--- src/rtl/tc_pkg.sv ---
package tc_pkg;
  typedef enum logic [1:0] {
    M_PRE13 = 2'b00,
    M_FULL16 = 2'b01,
    M_RELOAD8 = 2'b10,
    M_SPLIT = 2'b11
  } tc_mode_e;

  typedef struct packed {
    logic     gate;
    logic     ctr;
    tc_mode_e mode;
  } tc_cfg_t;

  localparam logic [2:0] A_U0LO = 3'd0;
  localparam logic [2:0] A_U0HI = 3'd1;
  localparam logic [2:0] A_U1LO = 3'd2;
  localparam logic [2:0] A_U1HI = 3'd3;
  localparam logic [2:0] A_CFG  = 3'd4;
  localparam logic [2:0] A_STAT = 3'd5;
endpackage

--- src/rtl/tc_tick.sv ---
module tc_tick #(
  parameter int DIV = 12
) (
  input  logic clk,
  input  logic rst,
  output logic tick
);
  localparam int CW = (DIV > 2) ? $clog2(DIV) : 1;
  localparam logic [CW-1:0] LAST = CW'(DIV - 1);

  logic [CW-1:0] cnt;

  always_ff @(posedge clk) begin
    if (rst) begin
      cnt  <= '0;
      tick <= 1'b0;
    end else begin
      tick <= (cnt == LAST);
      cnt  <= (cnt == LAST) ? '0 : cnt + 1'b1;
    end
  end
endmodule

--- src/rtl/tc_sync.sv ---
module tc_sync #(
  parameter int W      = 4,
  parameter int STAGES = 2
) (
  input  logic         clk,
  input  logic         rst,
  input  logic [W-1:0] din,
  output logic [W-1:0] dout
);
  logic [W-1:0] sh [STAGES];

  always_ff @(posedge clk) begin
    if (rst) begin
      for (int i = 0; i < STAGES; i++) sh[i] <= '0;
    end else begin
      sh[0] <= din;
      for (int i = 1; i < STAGES; i++) sh[i] <= sh[i-1];
    end
  end

  assign dout = sh[STAGES-1];
endmodule

--- src/rtl/tc_unit.sv ---
module tc_unit
  import tc_pkg::*;
#(
  parameter bit SPLIT_OK = 1'b0
) (
  input  logic       clk,
  input  logic       rst,
  input  tc_cfg_t    cfg,
  input  logic       run,
  input  logic       run_hi,
  input  logic       gate_lvl,
  input  logic       ext_fall,
  input  logic       tick,
  input  logic       wr_lo,
  input  logic       wr_hi,
  input  logic [7:0] wdata,
  output logic [7:0] lo,
  output logic [7:0] hi,
  output logic       ovf,
  output logic       ovf_hi
);
  logic       step;
  logic       wr_any;
  logic [7:0] nlo, nhi;

  assign step   = run && (!cfg.gate || gate_lvl) && (cfg.ctr ? ext_fall : tick);
  assign wr_any = wr_lo || wr_hi;

  always_comb begin
    nlo    = lo;
    nhi    = hi;
    ovf    = 1'b0;
    ovf_hi = 1'b0;
    case (cfg.mode)
      M_PRE13: if (step && !wr_any) begin
        nlo = {lo[7:5], lo[4:0] + 5'd1};
        if (lo[4:0] == 5'h1F) begin
          nhi = hi + 8'd1;
          ovf = (hi == 8'hFF);
        end
      end
      M_FULL16: if (step && !wr_any) begin
        {nhi, nlo} = {hi, lo} + 16'd1;
        ovf = ({hi, lo} == 16'hFFFF);
      end
      M_RELOAD8: if (step && !wr_any) begin
        if (lo == 8'hFF) begin
          nlo = hi;
          ovf = 1'b1;
        end else begin
          nlo = lo + 8'd1;
        end
      end
      M_SPLIT: if (SPLIT_OK) begin
        if (step && !wr_lo) begin
          nlo = lo + 8'd1;
          ovf = (lo == 8'hFF);
        end
        if (run_hi && tick && !wr_hi) begin
          nhi    = hi + 8'd1;
          ovf_hi = (hi == 8'hFF);
        end
      end
      default: ;
    endcase
    if (wr_lo) nlo = wdata;
    if (wr_hi) nhi = wdata;
  end

  always_ff @(posedge clk) begin
    if (rst) begin
      lo <= '0;
      hi <= '0;
    end else begin
      lo <= nlo;
      hi <= nhi;
    end
  end
endmodule

--- src/rtl/tc_pair.sv ---
module tc_pair
  import tc_pkg::*;
#(
  parameter int MC_DIV      = 12,
  parameter int SYNC_STAGES = 2
) (
  input  logic       clk,
  input  logic       rst,
  input  logic       bus_wr,
  input  logic       bus_rd,
  input  logic [2:0] bus_addr,
  input  logic [7:0] bus_wdata,
  output logic [7:0] bus_rdata,
  input  logic       ev0_pin,
  input  logic       ev1_pin,
  input  logic       gate0_pin,
  input  logic       gate1_pin,
  output logic       t0_flag,
  output logic       t1_flag,
  output logic       t1_ovf_pulse
);
  localparam int NU = 2;

  logic          mc_tick;
  logic [2*NU-1:0] pins_s;
  logic [NU-1:0] ev_s, gate_s, ev_prev, ev_fall;
  tc_cfg_t       cfg [NU];
  logic [NU-1:0] run;
  logic [7:0]    u_lo [NU];
  logic [7:0]    u_hi [NU];
  logic [NU-1:0] u_ovf, u_ovf_hi;
  logic [7:0]    t0_lo;
  logic          split0, set0, set1, stat_wr;

  tc_tick #(.DIV(MC_DIV)) u_tick (.clk(clk), .rst(rst), .tick(mc_tick));

  tc_sync #(.W(2*NU), .STAGES(SYNC_STAGES)) u_sync (
    .clk(clk), .rst(rst),
    .din({gate1_pin, gate0_pin, ev1_pin, ev0_pin}),
    .dout(pins_s)
  );
  assign ev_s   = pins_s[NU-1:0];
  assign gate_s = pins_s[2*NU-1:NU];

  always_ff @(posedge clk) begin
    if (rst) ev_prev <= '0;
    else if (mc_tick) ev_prev <= ev_s;
  end
  assign ev_fall = {NU{mc_tick}} & ev_prev & ~ev_s;

  for (genvar g = 0; g < NU; g++) begin : g_unit
    tc_unit #(.SPLIT_OK(g == 0)) u_unit (
      .clk(clk), .rst(rst), .cfg(cfg[g]), .run(run[g]), .run_hi(run[NU-1]),
      .gate_lvl(gate_s[g]), .ext_fall(ev_fall[g]), .tick(mc_tick),
      .wr_lo(bus_wr && bus_addr == 3'(2*g)),
      .wr_hi(bus_wr && bus_addr == 3'(2*g+1)),
      .wdata(bus_wdata), .lo(u_lo[g]), .hi(u_hi[g]),
      .ovf(u_ovf[g]), .ovf_hi(u_ovf_hi[g])
    );
  end

  assign t0_lo   = u_lo[0];
  assign split0  = (cfg[0].mode == M_SPLIT);
  assign set0    = u_ovf[0];
  assign set1    = split0 ? u_ovf_hi[0] : (u_ovf[1] || u_ovf_hi[1]);
  assign stat_wr = bus_wr && (bus_addr == A_STAT);

  always_ff @(posedge clk) begin
    if (rst) begin
      cfg[0]       <= '0;
      cfg[1]       <= '0;
      run          <= '0;
      t0_flag      <= 1'b0;
      t1_flag      <= 1'b0;
      t1_ovf_pulse <= 1'b0;
    end else begin
      if (bus_wr && bus_addr == A_CFG) begin
        cfg[0] <= tc_cfg_t'(bus_wdata[3:0]);
        cfg[1] <= tc_cfg_t'(bus_wdata[7:4]);
      end
      if (stat_wr) run <= bus_wdata[1:0];
      t0_flag      <= (t0_flag && !(stat_wr && !bus_wdata[2])) || set0;
      t1_flag      <= (t1_flag && !(stat_wr && !bus_wdata[3])) || set1;
      t1_ovf_pulse <= u_ovf[1];
    end
  end

  always_ff @(posedge clk) begin
    if (rst || !bus_rd) begin
      bus_rdata <= '0;
    end else begin
      case (bus_addr)
        A_U0LO:  bus_rdata <= u_lo[0];
        A_U0HI:  bus_rdata <= u_hi[0];
        A_U1LO:  bus_rdata <= u_lo[1];
        A_U1HI:  bus_rdata <= u_hi[1];
        A_CFG:   bus_rdata <= {cfg[1], cfg[0]};
        A_STAT:  bus_rdata <= {4'b0, t1_flag, t0_flag, run};
        default: bus_rdata <= '0;
      endcase
    end
  end
endmodule

--- config.mk ---
export PLATFORM = sky130hd
export DESIGN_NAME = tc_pair
export DESIGN_NICKNAME = d
export VERILOG_FILES = /design/src/rtl/tc_pkg.sv /design/src/rtl/tc_tick.sv /design/src/rtl/tc_sync.sv /design/src/rtl/tc_unit.sv /design/src/rtl/tc_pair.sv
export SDC_FILE = /design/constraint.sdc
export NUM_CORES = 1
export LEC_CHECK = 0
export BUFFER_PORTS_ARGS = -buffer_cell sky130_fd_sc_hd__clkbuf_2
export CAP_MARGIN = 30
export CORE_MARGIN = 3
export CORE_UTILIZATION = 36
export CTS_CLUSTER_DIAMETER = 40
export DETAILED_ROUTE_END_ITERATION = 12
export GPL_TIMING_DRIVEN = 1
export PLACE_DENSITY_LB_ADDON = 0.08
export SLEW_MARGIN = 20
export SYNTH_ARGS = -nofsm -noshare
export SYNTH_HDL_FRONTEND = slang
export SYNTH_SLANG_ARGS = --single-unit
--- constraint.sdc ---
create_clock -name clk -period 2.21 [get_ports clk]
set_input_delay 0.442 -clock clk [delete_from_list [all_inputs] [get_ports clk]]
set_output_delay 0.442 -clock clk [all_outputs]
set_load 0.005 [all_outputs]
## Word-level counts from Yosys, hierarchy flattened

Memories as Yosys holds them, arrays and structs flattened.
Index checks and enable logic that the tools add are counted.

- Shifts and indexed selects: 0
- Bitwise logic cells: 7
- Divide/modulo/power cells: 0
- Add/subtract/negate cells: 9
- Multipliers: 0
- Multiplexer cells: 52
- Reduce and logical (&&, ||, !) cells: 51
- Order comparisons: 0
- Equal/unequal tests: 35

Operators with widths:

| kind | count |
|---|---|
| $mux W8 | 18 |
| $pmux W8 S3 | 2 |
| $pmux W8 S6 | 1 |
| $ne A3 B1 Y1 const B | 14 |
| $add A16 B1 Y16 const B | 2 |
| $add A8 B1 Y8 const B | 4 |
| $eq A16 B16 Y1 const B | 2 |
| $eq A8 B8 Y1 const B | 4 |
| $pmux W8 S4 | 1 |
| $mux W1 | 21 |
| $reduce_and A4 Y1 | 5 |
| $logic_and A1 B1 Y1 | 19 |
| $mux W4 | 4 |
| $pmux W8 S2 | 1 |
| $logic_not A1 Y1 | 11 |
| $add A5 B1 Y5 const B | 2 |
| $eq A5 B5 Y1 const B | 2 |
| $mux W5 | 2 |
| $reduce_bool A4 Y1 | 2 |
| $logic_or A1 B1 Y1 | 7 |
| $eq A2 B2 Y1 const B | 3 |
| $eq A3 B2 Y1 const B | 2 |
| $eq A3 B3 Y1 const B | 2 |
| $reduce_bool A3 Y1 | 2 |
| 14 further kinds | 21 |

- Memory bits (read-only): 0
- Register bits: 52
- Bits in latches: 0
- RAM bits: 16
- Output and inout bits: 11
- Word-level logic and storage cells: 170
- Memories kept: 2
- Input port bits: 19

Memories:

| memory | words | bits a word | rd ports | clocked after Yosys merged registers in | wr ports | RTL line | RTL |
|---|---|---|---|---|---|---|---|
| cfg | 2 | 4 | 2 | 0 | 2 | tc_pair.sv:27 | `tc_cfg_t cfg [NU];` |
| u_sync.sh | 2 | 4 | 2 | 0 | 2 | tc_sync.sv:10 | `logic [W-1:0] sh [STAGES];` |

## Logic depth before layout (Yosys ltp)

Gate-level depths: netlist (run 1).
An unclocked memory read counts as a cell.

- Depth in word-level cells: 10
- Mapped depth: 9

## Hierarchy

A second synthesis (run 1) with hierarchy kept.

- Cell total of the unflattened synthesis: 497
- Area, all modules: 4,285.4 µm²

By module, submodules not included:

| module | seq. area each (µm²) | times used | area each (µm²) | cells an instance |
|---|---|---|---|---|
| tc_unit at g_unit[1].u_unit | 320.3 | 1 | 1,331.3 | 166 |
| tc_unit at g_unit[0].u_unit | 320.3 | 1 | 1,275.0 | 166 |
| tc_pair | 540.5 | 1 | 1,239.9 | 127 |
| tc_sync | 160.2 | 1 | 240.2 | 20 |
| tc_tick | 100.1 | 1 | 198.9 | 18 |

## Least setup slack after synthesis (run 1)

No wires, ideal clock.

- Kind: input port to flip-flop
- Start point: in bus_addr[2]
- End point: reg g_unit[0].u_unit.hi[3]
- Path slack: 0.208 ns
- Arrival time: 1.916 ns
- Library setup time: 0.086 ns
- Stages: 8
- Cells stage by stage: buf_4 or4b_1 buf_6 o2111ai_4 a211o_2 a21oi_1 xnor2_1 a211oi_1

- Word-level cells in the longest chain between the ends: 7

Ends and longest elaborated chain:

| element | RTL line | RTL |
|---|---|---|
| start, declared | tc_pair.sv:11 | `input logic [2:0] bus_addr,` |
| $eq A3 B1 Y1 or $logic_not A3 Y1 (tied branches) | tc_pair.sv:56, tc_pair.sv:55 |  |
| $logic_and A1 B1 Y1 (on tied branches) | tc_pair.sv:56, tc_pair.sv:55 |  |
| $logic_or A1 B1 Y1 | tc_unit.sv:27 | `assign wr_any = wr_lo \|\| wr_hi;` |
| $logic_not A1 Y1 | tc_unit.sv:35, tc_unit.sv:42 |  |
| $logic_and A1 B1 Y1 | tc_unit.sv:35, tc_unit.sv:42 |  |
| $ne A3 B1 Y1 (no source line) | -- |  |
| $reduce_and A5 Y1 (no source line) | -- |  |
| end signal, assigned | tc_unit.sv:76 | `hi <= nhi;` |
| end, declared | tc_unit.sv:18 | `output logic [7:0] hi,` |

Several ways; a longest one is shown, not always the timed one.
A chain may end at the register's enable or synchronous reset.

## Worst setup path after layout (run 1)

- Start point: reg g_unit[1].u_unit.lo[0]
- End point: reg g_unit[1].u_unit.hi[6]

- Word-level cells in the longest chain between the ends: 4

Ends and longest elaborated chain:

| element | RTL line | RTL |
|---|---|---|
| start, declared | tc_unit.sv:17 | `output logic [7:0] lo,` |
| start signal, assigned | tc_unit.sv:75 | `lo <= nlo;` |
| $add A16 B1 Y16 | tc_unit.sv:43 | `{nhi, nlo} = {hi, lo} + 16'd1;` |
| $mux W8 | tc_unit.sv:42 | `M_FULL16: if (step && !wr_any) begin` |
| $pmux W8 S2 | tc_unit.sv:34 | `case (cfg.mode)` |
| $mux W8 | tc_unit.sv:67 | `if (wr_hi) nhi = wdata;` |
| end signal, assigned | tc_unit.sv:76 |  |
| end, declared | tc_unit.sv:18 |  |

Several ways; a longest one is shown, not always the timed one. The select of a mux whose other input is x is not followed.

==> results.tsv, run 1 <==
metric	value	unit
status	finished clean	
Slew @ Worst Pin	0.647	ns
post-route insts no fill	683	
clk root buf	clkbuf_16	
Longest Clk Path Bufs	2	
leakage	1.83	nW
via count	3940	
Sink Count	68	
power density of the placed cells	647	nW/um2
sequential area share after synthesis	35.3	%
Max Fanout on Critical Path	5	
maximum clock skew at final layout	0.00635	ns
vias in the first global route	3685	
Resize count post-CTS	0	
syn nets	513	
chip width	113	um
cell count after placement	667	
Post-CTS Setup Bufs	0	
Max Freq	474	MHz
Global Route Usage Sum	21.3	%
Synth async-reset ratio	0	%
Final setup viols	0	
worst endpoint data arrival time	2.38	ns
Peak supply drop	0.941	mV
total clock buffers created by CTS	9	
Die Height	113	um
Slew Limit Fails	0	
post-route ant nets	0	
post-layout min period	2.11	ns
final WL	13100	um
via/cell ratio	5.77	
Cells after Synth	483	
clock slew at reported path FFs	0.06	ns
Distinct cells, synth	70	
Initial Util	37.2	%
GPL Wtd Cong	0.912	
setup TNS	0	ns
Post-DP HPWL	9700	um
GR Overflow Total	0	
Synth Flop Type	dfxtp_1	
number of diodes	0	
count of max-cap constraint violations	0	
CTS tree	done	
Syn Area/Cell	8.47	um2
Core Footprint	11000	um2
FF+latch count, synth	68	
Critical Path Sink Type	flip-flop	
Crit Path Category	flip-flop to flip-flop	
hold buffer count at cts	0	
Worst-Skew Late Latency	0.34	ns
kind of start point of the critical path	flip-flop	
Ports	30	
number of flops mapped to enable cells by yosys	8	
First DRT Iteration DRCs	424	
Rel. slew slack	56.8	%
H-tree depth	3	
Filler Cell Count	1088	
initial antenna violation count	0	
largest net degree at the start of global routing	24	
Yosys warnings	0	
first-pass GRT wire length	20900	um
proportion of layout cells with a drive suffix above 1	20.1	%
WL/cell	19.2	um
post-synthesis cell area	4090	um2
Layout area overhead	20.3	%
critical path required time	2.48	ns
1st-pass router iterations	5	
Remaining DRCs	0	
I/O Buffers	29	
Hold Vio Cnt, Final	0	
row count	38	
RSZ-0062 raised after global routing	no	
hold crit path type	primary input to flip-flop	
fin crit share	95.4	%
die footprint	12700	um2
Nets	568	
[synthesized netlist by cell type, types with 3 or more instances]
library cell	n	area, um2
dfxtp_1	60	1200
nor2_1	57	214
nand2_1	38	143
o21ai_0	26	130
a21oi_1	23	115
nor2b_1	18	113
clkbuf_1	16	60.1
a211oi_1	15	113
inv_1	14	52.6
mux2i_1	14	140
nor3_1	14	70.1
nand3_1	13	65.1
a31oi_1	11	68.8
ha_1	11	138
nand4_1	11	68.8
xnor2_1	10	87.6
a22oi_1	9	67.6
and2_1	9	56.3
edfxtp_1	8	240
a221oi_1	7	61.3
buf_2	6	30.0
o2bb2ai_1	6	52.6
xor2_1	6	52.6
and3_1	5	31.3
a211o_1	4	35.0
mux2_2	4	45.0
o211ai_1	4	30.0
o31ai_1	4	30.0
a2111oi_0	3	26.3
and4_1	3	26.3
buf_4	3	22.5
nand2b_1	3	18.8
[logic make-up (layout without fill, tap and decap cells)]
kind of cell               count (synthesis)  after routing  synth area share, %
AOI/OAI and AO/OA                        136            136                 24.1
xor gates and xnor gates                  16             16                 3.43
adders and majority gates                 12             12                 3.64
buffers and inverters                     42            102                 4.50
DFF                                       68             68                 35.3
muxes                                     19             19                 5.08
and+or+nand+nor                          190            190                 24.0
[registers in the layout, indices dropped and copies added, names as in the netlist]
name              flops
t0_flag               1
cfg                   8
bus_rdata             8
t1_ovf_pulse          1
g_unit.u_unit.hi     16
t1_flag               1
g_unit.u_unit.lo     16
ev_prev               2
u_tick.cnt            4
run                   2
u_sync.sh             8
u_tick.tick           1
[worst paths after layout]
path                                        startpoint                      to  slack, ns  cells past startpoint
worst max-delay path            g_unit[1].u_unit.lo[0]  g_unit[1].u_unit.hi[6]       0.10                      7
worst min-delay path                           ev1_pin         u_sync.sh[0][1]       0.32                      2
worst max register to register  g_unit[1].u_unit.lo[0]  g_unit[1].u_unit.hi[6]       0.10                      7
worst min register to register         u_sync.sh[0][0]         u_sync.sh[0][4]       0.43                      1
[per-stage QoR]
stage	setup slack (ns)	power (mW)	hold slack, ns	utilization [%]	area, um2
detailed placement	0.0553	1.71	0.420	41.9	4600
floorplan	0.208	1.57	0.414	-	4090
finish	0.101	3.18	0.316	44.8	4920
global placement	0.0985	1.72	0.417	41.9	4600
CTS	0.126	3.22	0.302	44.7	4910
global route	0.00528	3.32	0.324	44.8	4920
[power breakdown]
part,internal [mW],leakage [nW],switching (mW)
Sequential,1.30,0.565,0.0516
Combinational,0.141,1.12,0.207
Clock,0.914,0.150,0.572
[critical path, stage by stage, from the launching register on]
cell,delay (ns)
dfxtp_1,0.32
ha_1,0.24
and3_1,0.20
ha_1,0.23
mux2_2,0.29
a21oi_1,0.42
o21ai_0,0.17
a31oi_1,0.18
[routing by layer]
layer | up-vias | routed length, um | global-route usage [%]
li1 | 1911 | - | -
met1 | 1841 | 6020 | 30.5
met2 | 163 | 5780 | 30.8
met3 | 25 | 963 | 4.80
met4 | 0 | 343 | 8.65
met5 | - | 0 | 0
[cell type report]
cell class              instances  area [um2]  area share [%]
well taps                     140         175            3.56
inverters                      14        52.6            1.07
flip-flops and latches         68        1440            29.3
multi-input cells             373        2470            50.3
clock buffers                  10         239            4.86
repair buffers                 72         468            9.52
clock inverters                 6        70.1            1.42
[layout by cell type (no fill, tap or decap), types with 5 or more instances in the layout]
cell / n
edfxtp_1: 8
o2bb2ai_1: 6
ha_1: 10
mux2i_1: 14
nor3_1: 14
a22oi_1: 9
xor2_1: 6
and2_1: 9
o21ai_0: 26
and3_1: 5
inv_1: 14
buf_4: 43
nor2_1: 57
nand3_1: 13
nor2b_1: 18
nand4_1: 11
clkbuf_2: 29
a221oi_1: 7
nand2_1: 38
a211oi_1: 15
xnor2_1: 10
a21oi_1: 23
clkbuf_16: 9
dfxtp_1: 60
a31oi_1: 11
Note: power is estimated with default switching activity, not from simulation.
==> run 2, diff against run 1 <==
--- a/config.mk
+++ b/config.mk
@@ -5,9 +5,10 @@
 export SDC_FILE = /design/constraint.sdc
 export NUM_CORES = 1
 export LEC_CHECK = 0
+export ABC_CLOCK_PERIOD_IN_PS = 2210
 export BUFFER_PORTS_ARGS = -buffer_cell sky130_fd_sc_hd__clkbuf_2
 export CAP_MARGIN = 30
-export CORE_MARGIN = 3
+export CORE_MARGIN = 2
 export CORE_UTILIZATION = 36
 export CTS_CLUSTER_DIAMETER = 40
 export DETAILED_ROUTE_END_ITERATION = 12
==> results.tsv, run 2 (synthesis gave the netlist of run 1 again) <==
metric	value	unit
Critical Path Sink Type	flip-flop	
status	finished clean	
via count	3985	
Final WS setup	0.146	ns
power density of the placed cells	626	nW/um2
GR Overflow Total	0	
Hold Vio Cnt, Final	0	
final WL	13200	um
H-tree depth	3	
chip width	111	um
min-delay src	ev1_pin	
row count	38	
first-pass GRT wire length	21100	um
biggest regs	g_unit.u_unit.hi: 16 flops, g_unit.u_unit.lo: 16 flops	
initial antenna violation count	0	
Remaining DRCs	0	
post-layout min period	2.06	ns
Core Footprint	11000	um2
kind of start point of the critical path	flip-flop	
Die Height	111	um
Slew Limit Fails	0	
fin crit share	93.4	%
Slew @ Worst Pin	0.782	ns
RSZ-0062 raised after global routing	no	
pre-CTS setup slack	0.0494	ns
Filler Cell Count	1109	
Sink Count	68	
Global Route Usage Sum	21.9	%
maximum clock skew at final layout	0.00857	ns
WL/cell	19.3	um
die footprint	12200	um2
Crit Path Category	flip-flop to flip-flop	
Layout area overhead	20.8	%
number of diodes	0	
most frequent cells in the layout	dfxtp_1 (60), nor2_1 (57), buf_4 (47)	
Initial Util	37.2	%
I/O Buffers	29	
Reg2Reg Launch Point	g_unit[1].u_unit.lo[4]	
crit path from	g_unit[1].u_unit.lo[4]	
Peak supply drop	0.405	mV
Post-DP HPWL	9820	um
Max Fanout on Critical Path	6	
Max Freq	485	MHz
GPL Wtd Cong	0.926	
via/cell ratio	5.80	
clock slew at reported path FFs	0.06	ns
count of max-cap constraint violations	0	
hold crit path type	primary input to flip-flop	
Placement Cell Area	4630	um2
largest net degree at the start of global routing	20	
Final setup viols	0	
leakage	1.84	nW
Worst-Skew Late Latency	0.34	ns
Nets	572	
post-route ant nets	0	
Ports	30	
design area	4940	um2
vias in the first global route	3718	
CTS tree	done	
critical path required time	2.42	ns
First DRT Iteration DRCs	368	
hold buffer count at cts	0	
clk root buf	clkbuf_16	
Rel. slew slack	47.4	%
total clock buffers created by CTS	9	
setup TNS	0	ns
commonest non-fill, non-tap cell in the layout	dfxtp_1	
Longest Clk Path Bufs	2	
1st-pass router iterations	6	
Layout Utilization	45.0	%
proportion of layout cells with a drive suffix above 1	20.7	%
worst endpoint data arrival time	2.28	ns
## run 2: path summary, 6_finish.rpt
kind,slack (ns),endpoint,cells after the start
max,0.15,g_unit[1].u_unit.hi[7],6
min,0.31,u_sync.sh[0][1],2
max reg2reg,0.15,g_unit[1].u_unit.hi[7],6
min reg2reg,0.44,u_sync.sh[0][7],1
## run 2: per-layer routing
layer | vias up | track usage [%] | routed length [um]
met1 | 1881 | 31.3 | 6240
li1 | 1908 | - | -
met2 | 169 | 31.8 | 5640
met3 | 27 | 5.82 | 1030
met5 | - | 0 | 0
met4 | 0 | 7.83 | 312
## run 2: cell type report
| cell class | count | area [um2] | share of cell area [%] |
|---|---|---|---|
| multi-input cells | 373 | 2480 | 50.2 |
| clock buffers | 13 | 270 | 5.47 |
| inverters | 14 | 52.6 | 1.06 |
| repair buffers | 76 | 498 | 10.1 |
| flip-flops and latches | 68 | 1440 | 29.2 |
| well taps | 140 | 175 | 3.55 |
| clock inverters | 3 | 20.0 | 0.405 |
## run 2: metrics by stage
| step | cells | power, mW | hold WS, ns |
|---|---|---|---|
| finish | 687 | 3.09 | 0.314 |
| global route | 687 | 3.22 | 0.320 |
| CTS | 687 | 3.13 | 0.310 |
| detailed placement | 671 | 1.72 | 0.428 |
| global placement | 671 | 1.72 | 0.417 |
| floorplan | 483 | 1.57 | 0.414 |
## run 2: power by group
group / internal, mW / switching, mW
clock: 0.850 / 0.546
sequential: 1.30 / 0.0463
combinational: 0.142 / 0.214
## run 2: critical path, stage by stage (launching register included)
cell	delay [ns]
dfxtp_1	0.46
nand4_1	0.18
o31ai_1	0.44
nand4_1	0.20
buf_4	0.19
o311ai_0	0.35
a31oi_1	0.13
## run 2: timing repair
action,in CTS,in global routing
gates resized for setup,0,5
setup buffers,0,0
endpoints found under the setup margin,0,12
